`config.mk`:
```
export PLATFORM = sky130hd
export DESIGN_NAME = pcmem_cycle_timer
export DESIGN_NICKNAME = d
export VERILOG_FILES = /design/src/rtl/pcmem_pkg.sv /design/src/rtl/pcmem_timer_regs.sv /design/src/rtl/pcmem_wait_sync.sv /design/src/rtl/pcmem_seq.sv /design/src/rtl/pcmem_cycle_timer.sv
export SDC_FILE = /design/constraint.sdc
export NUM_CORES = 1
export LEC_CHECK = 0
export ABC_AREA = 1
export BUFFER_PORTS_ARGS = -buffer_cell sky130_fd_sc_hd__buf_2
export CELL_PAD_IN_SITES_DETAIL_PLACEMENT = 0
export CELL_PAD_IN_SITES_GLOBAL_PLACEMENT = 1
export CORE_MARGIN = 4
export CORE_UTILIZATION = 39
export DETAILED_ROUTE_END_ITERATION = 7
export GPL_TIMING_DRIVEN = 0
export PLACE_DENSITY_LB_ADDON = 0.1
export SETUP_SLACK_MARGIN = 0.2
export SLEW_MARGIN = 5
export SYNTH_ARGS = -nofsm -noshare
export SYNTH_HDL_FRONTEND = slang
export SYNTH_HIERARCHICAL = 1
export SYNTH_SLANG_ARGS = --single-unit
```
`constraint.sdc`:
```
create_clock -name clk -period 2.65 [get_ports clk]
set_clock_uncertainty 0.15 [all_clocks]
set_input_delay 0.53 -clock clk [delete_from_list [all_inputs] [get_ports clk]]
set_output_delay 0.53 -clock clk [all_outputs]
set_load 0.05 [all_outputs]
```
`src/rtl/pcmem_pkg.sv`:
```
package pcmem_pkg;

    localparam int PCM_CNT_W   = 8;
    localparam int PCM_FIELD_W = 2;

    localparam logic [PCM_FIELD_W-1:0] FLD_SETUP = 2'd0;
    localparam logic [PCM_FIELD_W-1:0] FLD_CMD   = 2'd1;
    localparam logic [PCM_FIELD_W-1:0] FLD_RECOV = 2'd2;

    typedef enum logic [2:0] {
        PH_IDLE,
        PH_SETUP,
        PH_CMD,
        PH_STRETCH,
        PH_TAIL,
        PH_RECOV,
        PH_DONE
    } phase_t;

    typedef struct packed {
        logic [PCM_CNT_W-1:0] setup;
        logic [PCM_CNT_W-1:0] cmd;
        logic [PCM_CNT_W-1:0] recov;
    } timing_t;

    function automatic timing_t reset_timing();
        timing_t t;
        t.setup = 8'h00;
        t.cmd   = 8'h07;
        t.recov = 8'h04;
        return t;
    endfunction

    function automatic logic [PCM_CNT_W-1:0] field_value(timing_t t,
                                                         logic [PCM_FIELD_W-1:0] f);
        case (f)
            FLD_SETUP: return t.setup;
            FLD_CMD:   return t.cmd;
            FLD_RECOV: return t.recov;
            default:   return '0;
        endcase
    endfunction

    function automatic timing_t field_update(timing_t t,
                                             logic [PCM_FIELD_W-1:0] f,
                                             logic [PCM_CNT_W-1:0] v);
        timing_t n;
        n = t;
        case (f)
            FLD_SETUP: n.setup = v;
            FLD_CMD:   n.cmd   = v;
            FLD_RECOV: n.recov = v;
            default:   n = t;
        endcase
        return n;
    endfunction

    function automatic logic [1:0] enable_pattern(logic byte_acc);
        return byte_acc ? 2'b10 : 2'b00;
    endfunction

    function automatic logic phase_active(phase_t p);
        return (p == PH_SETUP) || (p == PH_CMD) || (p == PH_STRETCH) ||
               (p == PH_TAIL)  || (p == PH_RECOV);
    endfunction

    function automatic logic phase_strobe(phase_t p);
        return (p == PH_CMD) || (p == PH_STRETCH) || (p == PH_TAIL);
    endfunction

endpackage

```
`src/rtl/pcmem_timer_regs.sv`:
```
module pcmem_timer_regs
    import pcmem_pkg::*;
#(
    parameter int NSETS = 2,
    parameter int SET_W = 1
) (
    input  logic                          clk,
    input  logic                          rst,
    input  logic                          cfg_we,
    input  logic [SET_W+PCM_FIELD_W-1:0]  cfg_addr,
    input  logic [PCM_CNT_W-1:0]          cfg_wdata,
    output logic [PCM_CNT_W-1:0]          cfg_rdata,
    input  logic [SET_W-1:0]              sel_set,
    output timing_t                       sel_timing
);

    timing_t bank [NSETS];

    logic [SET_W-1:0]       wr_set;
    logic [PCM_FIELD_W-1:0] wr_field;

    assign wr_set   = cfg_addr[SET_W+PCM_FIELD_W-1:PCM_FIELD_W];
    assign wr_field = cfg_addr[PCM_FIELD_W-1:0];

    for (genvar g = 0; g < NSETS; g++) begin : g_set
        always_ff @(posedge clk) begin
            if (rst) begin
                bank[g] <= reset_timing();
            end else if (cfg_we && (wr_set == SET_W'(g))) begin
                bank[g] <= field_update(bank[g], wr_field, cfg_wdata);
            end
        end
    end

    always_comb begin
        cfg_rdata = '0;
        for (int i = 0; i < NSETS; i++) begin
            if (wr_set == SET_W'(i)) cfg_rdata = field_value(bank[i], wr_field);
        end
    end

    always_comb begin
        sel_timing = bank[0];
        for (int i = 0; i < NSETS; i++) begin
            if (sel_set == SET_W'(i)) sel_timing = bank[i];
        end
    end

endmodule

```
`src/rtl/pcmem_wait_sync.sv`:
```
module pcmem_wait_sync #(
    parameter int STAGES = 2
) (
    input  logic clk,
    input  logic rst,
    input  logic wait_n_async,
    output logic wait_active
);

    logic [STAGES-1:0] chain;

    always_ff @(posedge clk) begin
        if (rst) chain <= '0;
        else     chain <= {chain[STAGES-2:0], ~wait_n_async};
    end

    assign wait_active = chain[STAGES-1];

endmodule

```
`src/rtl/pcmem_seq.sv`:
```
module pcmem_seq
    import pcmem_pkg::*;
#(
    parameter int ADDR_W      = 26,
    parameter int DATA_W      = 16,
    parameter int TAIL_CYCLES = 2
) (
    input  logic              clk,
    input  logic              rst,
    input  logic              req_valid,
    input  logic              req_write,
    input  logic              req_reg,
    input  logic              req_byte,
    input  logic [ADDR_W-1:0] req_addr,
    input  logic [DATA_W-1:0] req_wdata,
    input  timing_t           sel_timing,
    input  logic              wait_active,
    input  logic [DATA_W-1:0] card_din,
    output phase_t            phase,
    output logic              lat_write,
    output logic              lat_reg,
    output logic              lat_byte,
    output logic [ADDR_W-1:0] lat_addr,
    output logic [DATA_W-1:0] lat_wdata,
    output logic [DATA_W-1:0] rd_data
);

    localparam logic [PCM_CNT_W-1:0] TAIL_LOAD = PCM_CNT_W'(TAIL_CYCLES - 1);

    timing_t              tim_q;
    logic [PCM_CNT_W-1:0] cnt;
    logic                 cnt_zero;

    assign cnt_zero = (cnt == '0);

    always_ff @(posedge clk) begin
        if (rst) begin
            phase     <= PH_IDLE;
            cnt       <= '0;
            tim_q     <= '0;
            lat_write <= 1'b0;
            lat_reg   <= 1'b0;
            lat_byte  <= 1'b0;
            lat_addr  <= '0;
            lat_wdata <= '0;
            rd_data   <= '0;
        end else begin
            case (phase)
                PH_IDLE: begin
                    if (req_valid) begin
                        lat_write <= req_write;
                        lat_reg   <= req_reg;
                        lat_byte  <= req_byte;
                        lat_addr  <= req_addr;
                        lat_wdata <= req_wdata;
                        tim_q     <= sel_timing;
                        cnt       <= sel_timing.setup;
                        phase     <= PH_SETUP;
                    end
                end
                PH_SETUP: begin
                    if (cnt_zero) begin
                        cnt   <= tim_q.cmd;
                        phase <= PH_CMD;
                    end else begin
                        cnt <= cnt - 1'b1;
                    end
                end
                PH_CMD: begin
                    if (!cnt_zero) begin
                        cnt <= cnt - 1'b1;
                    end else if (wait_active) begin
                        phase <= PH_STRETCH;
                    end else begin
                        cnt   <= tim_q.recov;
                        phase <= PH_RECOV;
                        if (!lat_write) rd_data <= card_din;
                    end
                end
                PH_STRETCH: begin
                    if (!wait_active) begin
                        cnt   <= TAIL_LOAD;
                        phase <= PH_TAIL;
                    end
                end
                PH_TAIL: begin
                    if (cnt_zero) begin
                        cnt   <= tim_q.recov;
                        phase <= PH_RECOV;
                        if (!lat_write) rd_data <= card_din;
                    end else begin
                        cnt <= cnt - 1'b1;
                    end
                end
                PH_RECOV: begin
                    if (cnt_zero) phase <= PH_DONE;
                    else          cnt   <= cnt - 1'b1;
                end
                PH_DONE: phase <= PH_IDLE;
                default: phase <= PH_IDLE;
            endcase
        end
    end

endmodule

```
`src/rtl/pcmem_cycle_timer.sv`:
```
module pcmem_cycle_timer
    import pcmem_pkg::*;
#(
    parameter int ADDR_W      = 26,
    parameter int DATA_W      = 16,
    parameter int NSETS       = 2,
    parameter int SYNC_STAGES = 2,
    parameter int TAIL_CYCLES = 2,
    localparam int SET_W      = (NSETS > 1) ? $clog2(NSETS) : 1,
    localparam int CFG_AW     = SET_W + PCM_FIELD_W
) (
    input  logic              clk,
    input  logic              rst,
    input  logic              cfg_we,
    input  logic [CFG_AW-1:0] cfg_addr,
    input  logic [7:0]        cfg_wdata,
    output logic [7:0]        cfg_rdata,
    input  logic              req_valid,
    output logic              req_ready,
    input  logic              req_write,
    input  logic              req_reg,
    input  logic              req_byte,
    input  logic [SET_W-1:0]  req_set,
    input  logic [ADDR_W-1:0] req_addr,
    input  logic [DATA_W-1:0] req_wdata,
    output logic              done,
    output logic [DATA_W-1:0] rd_data,
    output logic [1:0]        card_ce_n,
    output logic              card_reg_n,
    output logic              card_oe_n,
    output logic              card_we_n,
    output logic [ADDR_W-1:0] card_addr,
    output logic [DATA_W-1:0] card_dout,
    output logic              card_dout_en,
    input  logic [DATA_W-1:0] card_din,
    input  logic              card_wait_n
);

    timing_t           sel_timing;
    logic              wait_active;
    phase_t            phase;
    logic              lat_write;
    logic              lat_reg;
    logic              lat_byte;
    logic [ADDR_W-1:0] lat_addr;
    logic [DATA_W-1:0] lat_wdata;
    logic              active;
    logic              strobe;

    pcmem_timer_regs #(
        .NSETS (NSETS),
        .SET_W (SET_W)
    ) u_regs (
        .clk        (clk),
        .rst        (rst),
        .cfg_we     (cfg_we),
        .cfg_addr   (cfg_addr),
        .cfg_wdata  (cfg_wdata),
        .cfg_rdata  (cfg_rdata),
        .sel_set    (req_set),
        .sel_timing (sel_timing)
    );

    pcmem_wait_sync #(
        .STAGES (SYNC_STAGES)
    ) u_sync (
        .clk          (clk),
        .rst          (rst),
        .wait_n_async (card_wait_n),
        .wait_active  (wait_active)
    );

    pcmem_seq #(
        .ADDR_W      (ADDR_W),
        .DATA_W      (DATA_W),
        .TAIL_CYCLES (TAIL_CYCLES)
    ) u_seq (
        .clk         (clk),
        .rst         (rst),
        .req_valid   (req_valid),
        .req_write   (req_write),
        .req_reg     (req_reg),
        .req_byte    (req_byte),
        .req_addr    (req_addr),
        .req_wdata   (req_wdata),
        .sel_timing  (sel_timing),
        .wait_active (wait_active),
        .card_din    (card_din),
        .phase       (phase),
        .lat_write   (lat_write),
        .lat_reg     (lat_reg),
        .lat_byte    (lat_byte),
        .lat_addr    (lat_addr),
        .lat_wdata   (lat_wdata),
        .rd_data     (rd_data)
    );

    assign active       = phase_active(phase);
    assign strobe       = phase_strobe(phase);
    assign req_ready    = (phase == PH_IDLE);
    assign done         = (phase == PH_DONE);
    assign card_ce_n    = active ? enable_pattern(lat_byte) : 2'b11;
    assign card_reg_n   = !(active && lat_reg);
    assign card_oe_n    = !(strobe && !lat_write);
    assign card_we_n    = !(strobe && lat_write);
    assign card_addr    = lat_addr;
    assign card_dout    = lat_wdata;
    assign card_dout_en = active && lat_write;

endmodule

```
* After elaboration in Yosys (flattened, before gate mapping)
Memories as Yosys holds them, arrays and structs flattened. Cells that the tools add are included.
Operators by class: muxes and demuxes 55, bitwise gates (word level) 4, equality and inequality tests 17, reduce and logical (&&, ||, !) cells 25, add/sub/neg operators 1
Operator list (count):
- 8-bit 2-to-1 mux | 26
- 24-bit 2-to-1 mux | 3
- 16-bit 2-to-1 mux | 4
- 8-bit case mux with 3 select lines | 2
- 8-bit case mux with 6 select lines | 1
- 16-bit case mux with 2 select lines | 1
- 3-bit 2-to-1 mux | 7
- 3-bit case mux with 6 select lines | 1
- 3-bit equality test, second input constant | 3
- 8-bit zero test | 1
- 1-bit 2-to-1 mux | 8
- 2-bit by 1-bit != test with 1-bit output, second input constant | 4
- 2-bit != test, second input constant | 4
- 8-bit by 1-bit subtractor with 8-bit output, second input constant | 1
- 3-bit by 2-bit equality test with 1-bit output, second input constant | 2
- 1-bit logical AND | 6
- 1-bit logical OR | 6
- 6-bit AND reduction | 1
- 6-bit nonzero test | 1
- 5-bit AND reduction | 1
- 1-bit zero test | 4
- 2-bit 2-to-1 mux | 2
- 4-bit AND reduction | 1
- 3-bit by 1-bit equality test with 1-bit output, second input constant | 1
- other kinds (9) | 11
Word-level totals: word-level logic and storage cells 114, memory bits (writable) 48, bits in registers 90, memories kept 1, output and inout port bits 74, input port bits 78
Memories:
- u_regs.bank | depth 2, bits a word 24, rd ports 2, clocked after Yosys merged registers in 0, write ports 2, line pcmem_timer_regs.sv:17 | timing_t bank [NSETS];

* Longest topological paths before layout
word-level depth 7, mapped depth 11, gate-level depth less buffers 11

* Hierarchy
The synthesis kept the hierarchy.
By module, submodules not included:
- pcmem_seq | cells each 523, instances 1, area each 3781.1 um^2, seq. area each 1761.7 um^2
- pcmem_timer_regs | cells each 221, instances 1, area each 2444.8 um^2, seq. area each 1441.4 um^2
- pcmem_cycle_timer | cells each 14, instances 1, area each 71.3 um^2, seq. area each 0.0 um^2
- pcmem_wait_sync | cells each 5, instances 1, area each 53.8 um^2, seq. area each 40.0 um^2

* Worst setup path before layout
No wires, ideal clock.
path kind in2out, start point input port cfg_addr[1], end point output port cfg_rdata[6], slack 0.556 ns, stages 7, path buffers 2, data arrival time 1.414 ns, required time 1.970 ns, cells stage by stage buf_6 nor2_8 buf_8 nand2_1 nand3_1 nand2_1 nand2_1
Between the ends: longest elaborated chain between the ends 3, elaborated cells between the ends (all ways) 6, those cells by class eq/ne (2); mux (3); reduce/logical (1)
RTL lines:
- start: declaration | line pcmem_cycle_timer.sv:15 | input logic [CFG_AW-1:0] cfg_addr,
- 2-bit equality test (tied with other cells) | line pcmem_pkg.sv:36 | case (f)
- 8-bit case mux with 3 select lines | line pcmem_pkg.sv:36
- 8-bit 2-to-1 mux (*) | line pcmem_timer_regs.sv:38 | if (wr_set == SET_W'(i)) cfg_rdata = field_value(bank[i], wr_field);
- end: declaration | line pcmem_cycle_timer.sv:17 | output logic [7:0] cfg_rdata,
Mark *: on every way between the ends. The rest lies on a longest branch, timed or not.

* Worst setup path after layout
start point input port cfg_addr[1], end point output port cfg_rdata[7]
Same word-level chain as after synthesis.

==> impl_metrics.json <==
{
  "final_nets": 1010,
  "dp.cells": 1127,
  "critPathLaunchType": "input pin",
  "start_util": 0.398,
  "power.density_nw_per_um2": 1070,
  "fin_crit_sh": 0.859,
  "die_area_um2": 18400,
  "firstDrtPassIters": 5,
  "die_h_um": 136,
  "grt_pass1_vias": 5454,
  "finalSetupViolations": 0,
  "cp-end-kind": "output pin",
  "ys_warn_count": 6,
  "multi_input_area_um2": 2460,
  "dp_hpwl_um": 13600,
  "cts_tree": "done",
  "worstMarginPinSlew_ns": 1.03,
  "cts_sinks": 138,
  "p_sw_uw": 3640,
  "drt-vias-per-instance": 4.82,
  "fmax_mhz": 439,
  "diodes": 0,
  "reg2reg_slack_ns": 0.74,
  "critPathTopFamily": "buffers and inverters",
  "internal_power_uw": 4820,
  "fill_cells": 1590,
  "total_leakage_power_uw": 0.00356,
  "antenna_left": 0,
  "pwr-share-clk": 0.253,
  "final_common_cell": "buf_2",
  "htreeDepth": 4,
  "comb_power_share": 0.404,
  "place_area_um2": 7360,
  "seqPwrFrac": 0.343,
  "final_cells": 1158,
  "worstPathBufferInverterCount": 3,
  "antenna_found_initial": 0,
  "cts_setup_buffers": 0,
  "post-route-cell-area_um2": 7900,
  "ys_ff_latch": 138,
  "place_ws_ns": 0.159,
  "worst-path-max-fanout": 10,
  "period_needed_ns": 2.28,
  "totalPowerFinal_uw": 8470,
  "drt_iter0_markers": 341,
  "reg_top3": "u_regs/bank: 48 flops, u_seq/lat_addr: 26 flops",
  "timing.final.ws_setup_ns": 0.373,
  "cp_cell_sequence": "buf_6 -> nor2_8 -> buf_8 -> nand2_1 -> nand3_1 -> nand2_1 -> nand2_1 -> buf_2",
  "ir_worst_vdd_uv": 510,
  "clk_pin_slew_ns": 0.06,
  "slowest_stage": "buf_2",
  "cts_root_buf": "clkbuf_16",
  "drc": 0,
  "hp-class": "in -> reg",
  "detail_route.wl_per_cell_um": 15.8,
  "io_buffers": 147,
  "grt_pass1_wl_um": 28100,
  "hold_viol_final": 0,
  "rsz0062_at_grt": "false",
  "largest_reg_flops": 48,
  "chipWidth_um": 136,
  "cp_common_cell": "nand2_1",
  "slew_headroom": 0.309,
  "gr-usage-all-layers": 0.197,
  "synthesis.nets": 843,
  "final_cell_mix": "158 x buf_2, 120 x nand2_1, 90 x dfxtp_1",
  "area_growth_pct": 24.3,
  "vias": 5581,
  "required_ns": 1.97,
  "register_area_um2": 3240,
  "finalMaxSlewViolations": 0,
  "largest_register": "u_regs/bank",
  "clk_path_buf_depth": 2,
  "drt_wl_total_um": 18300,
  "grt_max_degree": 17,
  "synthCells": 763,
  "post-route-util": 0.495,
  "max_stage_delay_ns": 0.27,
  "worst_ep_arrival_time_ns": 1.60,
  "syn-cell-area_um2": 6350,
  "ys_types": 35,
  "crit_type": "in -> out",
  "cts_hold_buffers": 0,
  "layout-drive-gt1-share": 0.265,
  "numCtsBuffers": 17,
  "overflow": 0,
  "place_congestion": 0.874,
  "yosysSeqAreaShare": 0.511,
  "rows": 46,
  "syn_avg_cell_area_um2": 8.32,
  "ios": 152,
  "clk_latency_ns": 0.41,
  "core_area_um2": 15900,
  "switching_share": 0.430,
  "maxCapViolations": 0,
  "cts_resized": 0,
  "status": "finished, final reports clean"
}
[layout make-up]
| type | count | share of cell area |
|---|---|---|
| Buffer | 42 | 0.0341 |
| Clock buffer | 17 | 0.0539 |
| Clock inverter | 14 | 0.0135 |
| Inverter | 99 | 0.0482 |
| Multi-Input combinational cell | 484 | 0.311 |
| Sequential cell | 138 | 0.411 |
| Tap cell | 216 | 0.0342 |
| Timing Repair Buffer | 148 | 0.0941 |
[cells in the mapped netlist]
| library cell | count | area [µm²] |
|---|---|---|
| buf_8 | 1 | 15.0 |
| inv_2 | 6 | 22.5 |
| nand3_4 | 1 | 17.5 |
| mux2_2 | 24 | 270 |
| nor2_8 | 1 | 20.0 |
| nand4_1 | 10 | 62.6 |
| nand3b_1 | 2 | 15.0 |
| buf_6 | 10 | 113 |
| nand2_1 | 120 | 450 |
| buf_4 | 3 | 22.5 |
| edfxtp_1 | 48 | 1440 |
| nand3_1 | 67 | 335 |
| nand2_4 | 2 | 22.5 |
| buf_1 | 2 | 7.51 |
| clkbuf_1 | 15 | 56.3 |
| clkinv_2 | 1 | 5.00 |
| nand2_2 | 4 | 25.0 |
| o21ai_0 | 72 | 360 |
| o22ai_1 | 1 | 6.26 |
| or2_1 | 1 | 6.26 |
| nor2_2 | 3 | 18.8 |
| inv_1 | 89 | 334 |
| o21bai_1 | 1 | 7.51 |
| buf_2 | 11 | 55.1 |
| dfxtp_1 | 90 | 1800 |
| nor2_1 | 76 | 285 |
| ha_1 | 2 | 25.0 |
| xnor2_1 | 1 | 8.76 |
| o21ai_1 | 15 | 75.1 |
| a21oi_1 | 75 | 375 |
| nor2_4 | 1 | 11.3 |
| a21oi_2 | 1 | 8.76 |
| inv_4 | 3 | 18.8 |
| nand3_2 | 3 | 30.0 |
| nand4_4 | 1 | 21.3 |
[metal layers]
metal | part of all wire | wire (µm) | track usage | vias to the layer above
li1 | - | - | - | 2852
met1 | 0.43 | 7820 | 0.244 | 2554
met2 | 0.51 | 9330 | 0.342 | 146
met3 | 0.045 | 827 | 0.0364 | 29
met4 | 0.018 | 335 | 0.0700 | 0
met5 | 0 | 0 | 0 | -
[power groups by stage]
| stage | combinational (µW) | sequential, µW | clock [µW] |
|---|---|---|---|
| after floorplan | 1760 | 3750 | 0 |
| after global routing | 3740 | 2960 | 2290 |
| after global placement | 3400 | 2930 | 0 |
| after CTS | 3450 | 2910 | 2190 |
| final | 3420 | 2900 | 2150 |
| after detailed placement | 3430 | 2950 | 0 |
[worst paths after layout]
kind | from | endpoint | cells past startpoint
worst max register to register | u_seq/phase[1] | u_seq/lat_addr[0] | 6
worst min register to register | u_sync/chain[0] | u_sync/chain[1] | 2
worst min-delay path | card_wait_n | u_sync/chain[0] | 2
worst max-delay path | cfg_addr[1] | cfg_rdata[7] | 8
[metrics by stage]
step / hold WS (ns) / setup TNS [ns]
detailed placement: 0.272 / 0
global route: 0.119 / 0
finish: 0.120 / 0
floorplan: 0.252 / 0
global placement: 0.258 / -1.86
CTS: 0.0984 / 0
[logic make-up after synthesis]
kind of cell    count (synthesis)  share of synthesized area
buf+inv                       141                      0.102
fa+ha+maj                       2                    0.00394
xor+xnor                        1                    0.00138
flops                         138                      0.511
compound gates                165                      0.131
simple gates                  292                      0.208
mux                            24                     0.0426
(Power assumes the default switching activity.)
